`config.mk`:
```
export PLATFORM = sky130hd
export DESIGN_NAME = crc5_serial_divider
export DESIGN_NICKNAME = d
export VERILOG_FILES = /design/src/rtl/crc5_div_pkg.sv /design/src/rtl/crc_div_step.sv /design/src/rtl/crc_div_reg.sv /design/src/rtl/crc_div_zero.sv /design/src/rtl/crc5_serial_divider.sv
export SDC_FILE = /design/constraint.sdc
export NUM_CORES = 1
export LEC_CHECK = 0
export BUFFER_PORTS_ARGS = -buffer_cell sky130_fd_sc_hd__buf_2
export CORE_AREA = 2 2 39 41
export DETAILED_ROUTE_END_ITERATION = 10
export DIE_AREA = 0 0 41 43
export PLACE_DENSITY = 0.42
export SETUP_SLACK_MARGIN = 0.05
export SKIP_LAST_GASP = 1
export SYNTH_ARGS = -nofsm -noshare
export SYNTH_HDL_FRONTEND = slang
export SYNTH_SLANG_ARGS = --single-unit
```
`constraint.sdc`:
```
create_clock -name clk -period 2.4 [get_ports clk]
set_input_delay 0.48 -clock clk [delete_from_list [all_inputs] [get_ports clk]]
set_output_delay 0.48 -clock clk [all_outputs]
set_load 0.1 [all_outputs]
```
`src/rtl/crc5_div_pkg.sv`:
```
package crc5_div_pkg;
  // remainder width equals generator degree
  localparam int unsigned CRC_W = 5;
  // generator 110101 without its implicit top term
  localparam logic [CRC_W-1:0] GEN_LOW = 5'b10101;
endpackage

```
`src/rtl/crc_div_step.sv`:
```
// One long-division step: shift left, insert the new bit, fold on carry-out.
module crc_div_step #(
  parameter int unsigned W = crc5_div_pkg::CRC_W,
  parameter logic [W-1:0] POLY = crc5_div_pkg::GEN_LOW
) (
  input  logic [W-1:0] cur,
  input  logic         din,
  output logic [W-1:0] nxt
);
  logic carry;
  assign carry = cur[W-1];

  assign nxt[0] = din ^ (carry & POLY[0]);

  for (genvar i = 1; i < W; i++) begin : g_tap
    if (POLY[i]) begin : g_xor
      assign nxt[i] = cur[i-1] ^ carry;
    end else begin : g_pass
      assign nxt[i] = cur[i-1];
    end
  end
endmodule

```
`src/rtl/crc_div_reg.sv`:
```
// Remainder storage with synchronous clear taking priority over load.
module crc_div_reg #(
  parameter int unsigned W = crc5_div_pkg::CRC_W
) (
  input  logic         clk,
  input  logic         clr,
  input  logic         en,
  input  logic [W-1:0] d,
  output logic [W-1:0] q
);
  always_ff @(posedge clk) begin
    if (clr) begin
      q <= '0;
    end else if (en) begin
      q <= d;
    end
  end
endmodule

```
`src/rtl/crc_div_zero.sv`:
```
// All-zero detect on the remainder.
module crc_div_zero #(
  parameter int unsigned W = crc5_div_pkg::CRC_W
) (
  input  logic [W-1:0] val,
  output logic         zero
);
  assign zero = ~|val;
endmodule

```
`src/rtl/crc5_serial_divider.sv`:
```
module crc5_serial_divider #(
  parameter int unsigned W = crc5_div_pkg::CRC_W,
  parameter logic [W-1:0] POLY = crc5_div_pkg::GEN_LOW
) (
  input  logic         clk,
  input  logic         clr,
  input  logic         bit_valid,
  input  logic         bit_data,
  output logic         bit_ready,
  output logic [W-1:0] residue,
  output logic         residue_zero
);
  logic         take;
  logic [W-1:0] step_out;

  // stream accepts whenever no clear is in progress
  assign bit_ready = ~clr;
  assign take      = bit_valid & bit_ready;

  crc_div_step #(.W(W), .POLY(POLY)) u_step (
    .cur (residue),
    .din (bit_data),
    .nxt (step_out)
  );

  crc_div_reg #(.W(W)) u_reg (
    .clk (clk),
    .clr (clr),
    .en  (take),
    .d   (step_out),
    .q   (residue)
  );

  crc_div_zero #(.W(W)) u_zero (
    .val  (residue),
    .zero (residue_zero)
  );
endmodule

```
After elaboration in Yosys (flattened, before gate mapping):

Cells that the tools add are included.

* bits in registers: 5
* input bits: 4
* output and inout bits: 7
* logic and storage cells: 8

* bitwise operators: 5
* reduce and logical (&&, ||, !) cells: 2

Operators by type and width (count)
* 5-bit OR reduction: 1
* 1-bit bitwise XOR: 3
* 1-bit AND: 1
* 1-bit zero test: 1
* 1-bit inverter: 1

Logic depth before layout (Yosys ltp):

* depth in word-level cells: 2
* mapped depth: 3
* gate-level depth less buffers: 2

Modules after synthesis:

Synthesis repeated with hierarchy kept, for this count alone.

* cell total of the unflattened synthesis: 25
* area total of the unflattened synthesis: 242.7 um2

By module, submodules not included
* crc_div_reg: times used 1, cells each 16, area an instance 180.2 um2, sequential area each 100.1 um2
* crc_div_step: times used 1, cells each 5, area an instance 41.3 um2, sequential area each 0.0 um2
* crc_div_zero: times used 1, cells each 2, area an instance 11.3 um2, sequential area each 0.0 um2
* crc5_serial_divider: times used 1, cells each 2, area an instance 10.0 um2, sequential area each 0.0 um2

Worst setup path after synthesis:

Ideal clock, no wire load.

* path type: register -> output
* from: register u_reg.q[3]
* to: output port residue_zero
* arrival: 2.540 ns
* data required time: 1.920 ns
* path slack: -0.620 ns
* cell stages (with the launch flop): 3
* path buffers: 0
* cells stage by stage: dfxtp_1 -> or4_1 -> nor2_1

* longest elaborated chain between the ends: 2

Ends and longest elaborated chain
* from (decl): RTL line crc_div_reg.sv:9 `output logic [W-1:0] q`
* from (signal assigned): RTL line crc_div_reg.sv:13 `q <= '0;`
* from (signal assigned): RTL line crc_div_reg.sv:15 `q <= d;`
* 5-bit OR reduction: RTL line crc_div_zero.sv:8 `assign zero = ~|val;`
* 1-bit zero test: RTL line crc_div_zero.sv:8
* to (decl): RTL line crc5_serial_divider.sv:11 `output logic residue_zero`

Every way passes these cells.

Final worst setup path:

* from: register u_reg.q[2]
* to: output port residue_zero

The elaborated chain is that of the path after synthesis.

==> impl_metrics.prom <==
# TYPE chip_impl_metric gauge
chip_impl_info{name="status",value="finished, final reports clean"} 1
chip_impl_metric{name="grt_pass1_vias",unit=""} 153
chip_impl_metric{name="power.ir.vdd_worst",unit="mV"} 0.169
chip_impl_metric{name="final-seq-area",unit="um2"} 100
chip_impl_metric{name="post-cts-setup-buffer-count",unit=""} 0
chip_impl_info{name="min-delay-path-class",value="in -> reg"} 1
chip_impl_metric{name="ys_seq_area_frac",unit=""} 0.444
chip_impl_metric{name="post_route_fraction_of_the_period_consumed_by_the_critical_path",unit=""} 0.888
chip_impl_metric{name="maximum_achievable_frequency",unit="MHz"} 469
chip_impl_metric{name="detailroute.via_count",unit=""} 187
chip_impl_metric{name="grt_antenna_before_repair",unit=""} 0
chip_impl_metric{name="cts-resized-gates",unit=""} 0
chip_impl_info{name="mostFrequentLayoutCell",value="sky130_fd_sc_hd__buf_2"} 1
chip_impl_metric{name="design.core.area",unit="um2"} 1380
chip_impl_info{name="crit_type",value="reg -> out"} 1
chip_impl_metric{name="syn_nets",unit=""} 28
chip_impl_metric{name="drv_cap",unit=""} 0
chip_impl_metric{name="detailedRoute.firstPassIterationCount",unit=""} 1
chip_impl_metric{name="mapped_cell_area",unit="um2"} 225
chip_impl_metric{name="postSynthCellCount",unit=""} 24
chip_impl_metric{name="synth.yosys.warnings",unit=""} 0
chip_impl_info{name="synth_area_leader_cell",value="sky130_fd_sc_hd__dfxtp_1"} 1
chip_impl_metric{name="hold_viol",unit=""} 0
chip_impl_metric{name="crit_fanout",unit=""} 4
chip_impl_metric{name="viasPerCell",unit=""} 3.67
chip_impl_metric{name="largest_reg_flops",unit=""} 5
chip_impl_metric{name="cp_slowest_stage_delay",unit="ns"} 0.57
chip_impl_metric{name="maximum_number_of_pins_on_one_net_before_global_route_repair",unit=""} 9
chip_impl_metric{name="slew_headroom",unit=""} 0.676
chip_impl_metric{name="design.portCount",unit=""} 11
chip_impl_info{name="top_regs",value="u_reg.q x5"} 1
chip_impl_info{name="largest-register",value="u_reg.q"} 1
chip_impl_metric{name="p_leak",unit="nW"} 0.145
chip_impl_info{name="endpoint_kind",value="primary output"} 1
chip_impl_info{name="final_cell_mix",value="sky130_fd_sc_hd__buf_2, sky130_fd_sc_hd__dfxtp_1, sky130_fd_sc_hd__nor2_1"} 1
chip_impl_metric{name="filler_cell_count",unit=""} 162
chip_impl_metric{name="yosys.area.top_type_share",unit=""} 0.444
chip_impl_metric{name="post_drt_wl_per_cell",unit="um"} 7.94
chip_impl_metric{name="post_route_cells_drive_above_1_share",unit=""} 0.400
chip_impl_metric{name="worst-path-buf-inv",unit=""} 1
chip_impl_metric{name="grt_pass1_wl",unit="um"} 627
chip_impl_metric{name="area.growth.synth_to_final",unit="%"} 37.2
chip_impl_metric{name="multi_input_area",unit="um2"} 109
chip_impl_metric{name="number_of_distinct_library_cell_variants_in_the_gate_level_netlist_after_synthesis",unit=""} 12
chip_impl_metric{name="final_period_minus_worst_setup_slack",unit="ns"} 2.13
chip_impl_metric{name="power.density_cell_area",unit="nW/um2"} 870
chip_impl_metric{name="clk_latency",unit="ns"} 0.24
chip_impl_metric{name="timing.setup.tns",unit="ns"} 0
chip_impl_metric{name="tightestPinTransition",unit="ns"} 0.489
chip_impl_info{name="worstPathCellList",value="or4_1, nor2_4, buf_2"} 1
chip_impl_metric{name="cts.reportedPaths.clkPinSlew",unit="ns"} 0.05
chip_impl_metric{name="place.port_buffers",unit=""} 10
chip_impl_metric{name="clock_tree.htree_level_count",unit=""} 1
chip_impl_metric{name="number_of_drc_markers_after_the_initial_detailed_route_iteration",unit=""} 0
chip_impl_metric{name="core.rowCount",unit=""} 14
chip_impl_metric{name="number_of_drc_violations_after_detailed_routing",unit=""} 0
chip_impl_metric{name="clock_path_buffers",unit=""} 2
chip_impl_metric{name="cp_data_arrival_time",unit="ns"} 1.65
chip_impl_metric{name="diodes",unit=""} 0
chip_impl_info{name="cp_top_family",value="simple AND/OR/NAND/NOR gates"} 1
chip_impl_metric{name="synth_area_per_cell",unit="um2"} 9.38
chip_impl_metric{name="critPathRequiredTime",unit="ns"} 1.92
chip_impl_info{name="rsz0062_at_grt",value="false"} 1
chip_impl_metric{name="detailed_place.area",unit="um2"} 283
chip_impl_info{name="tritoncts",value="yes"} 1
chip_impl_metric{name="tritoncts_num_sinks",unit=""} 5
chip_impl_metric{name="final_antenna_net_count",unit=""} 0
chip_impl_metric{name="start_util",unit=""} 0.163
chip_impl_info{name="crit_slowest_cell",value="sky130_fd_sc_hd__or4_1"} 1
chip_impl_metric{name="chipWidth",unit="um"} 41
chip_impl_info{name="post_synth_main_area_contributors",value="sky130_fd_sc_hd__dfxtp_1, sky130_fd_sc_hd__mux2i_1, sky130_fd_sc_hd__nor2_1"} 1
chip_impl_metric{name="drt_wl_total",unit="um"} 405
chip_impl_metric{name="nets_finish",unit=""} 40
chip_impl_metric{name="cts_inserted_buffers",unit=""} 3
chip_impl_metric{name="setup_violations",unit=""} 0
chip_impl_info{name="cts-root-buf",value="sky130_fd_sc_hd__clkbuf_4"} 1
chip_impl_metric{name="post_layout_instance_area",unit="um2"} 309
chip_impl_metric{name="pins_over_slew_limit",unit=""} 0
chip_impl_metric{name="number_of_synthesized_register_bits",unit=""} 5
chip_impl_info{name="worstSetupStartpointType",value="register"} 1
chip_impl_metric{name="grt_use_total",unit=""} 0.0562
chip_impl_metric{name="ctsHoldBuffers",unit=""} 0
chip_impl_metric{name="globalRouteOverflowTotal",unit=""} 0
chip_impl_metric{name="gp_routability_congestion",unit=""} 0.563
chip_impl_metric{name="design.die.area",unit="um2"} 1760
chip_impl_metric{name="worst_clock_skew",unit="ns"} 0.00349
chip_impl_metric{name="die_h",unit="um"} 43
==> report_power, final <==
| group | leakage (nW) | switching [mW] | internal (mW) |
|---|---|---|---|
| sequential | 0.0409 | 0.00413 | 0.0874 |
| combinational | 0.0890 | 0.0644 | 0.0142 |
| clock | 0.0150 | 0.0356 | 0.0629 |
| total | 0.145 | 0.104 | 0.165 |
==> layer usage <==
metal,global-route usage,vias up,part of all wire
met5,0,-,0
met4,0.0600,0,0.042
met3,0.0157,2,0.049
met2,0.0719,5,0.49
met1,0.0675,77,0.41
li1,-,103,-
==> area by class of cell <==
cell class | instances | share of cell area
clock buffers | 4 | 0.0850
inverters | 1 | 0.0121
multi-input cells | 15 | 0.352
flip-flops and latches | 5 | 0.324
well taps | 16 | 0.0648
repair buffers | 10 | 0.162
==> path summary, 6_finish.rpt <==
check	startpoint	to	slack, ns	depth (start not counted)
worst max-delay path	u_reg.q[2]	residue_zero	0.27	3
worst min-delay path	clr	u_reg.q[4]	0.48	2
worst max register to register	u_reg.q[4]	u_reg.q[0]	1.51	2
worst min register to register	u_reg.q[3]	u_reg.q[4]	0.51	2
==> metrics by stage <==
stage / worst slack, ns / instances / total power [mW] / hold slack [ns] / util
floorplan: 0.0964 / 24 / 0.164 / 0.493 / -
global placement: 0.522 / 47 / 0.173 / 0.519 / 0.204
detailed placement: 0.523 / 47 / 0.172 / 0.513 / 0.204
CTS: 0.256 / 51 / 0.273 / 0.472 / 0.223
global route: 0.197 / 51 / 0.286 / 0.482 / 0.223
finish: 0.268 / 51 / 0.269 / 0.475 / 0.223
==> cell usage after synthesis <==
master,number
sky130_fd_sc_hd__a21bo_1,1
sky130_fd_sc_hd__xnor2_1,2
sky130_fd_sc_hd__inv_1,1
sky130_fd_sc_hd__dfxtp_1,5
sky130_fd_sc_hd__a211oi_1,2
sky130_fd_sc_hd__a21oi_1,1
sky130_fd_sc_hd__or4_1,1
sky130_fd_sc_hd__buf_2,1
sky130_fd_sc_hd__nand3b_1,1
sky130_fd_sc_hd__nor2_1,5
sky130_fd_sc_hd__mux2i_1,2
sky130_fd_sc_hd__buf_4,2
==> logic make-up (layout without fill, tap and decap cells) <==
logic type	count (synthesis)	in the layout	synth area share
simple gates	7	7	0.150
xor+xnor	2	2	0.0778
buf+inv	4	15	0.105
mux	2	2	0.0889
flops	5	5	0.444
compound gates	4	4	0.133
No activity file was read; power rests on OpenSTA's default activity.
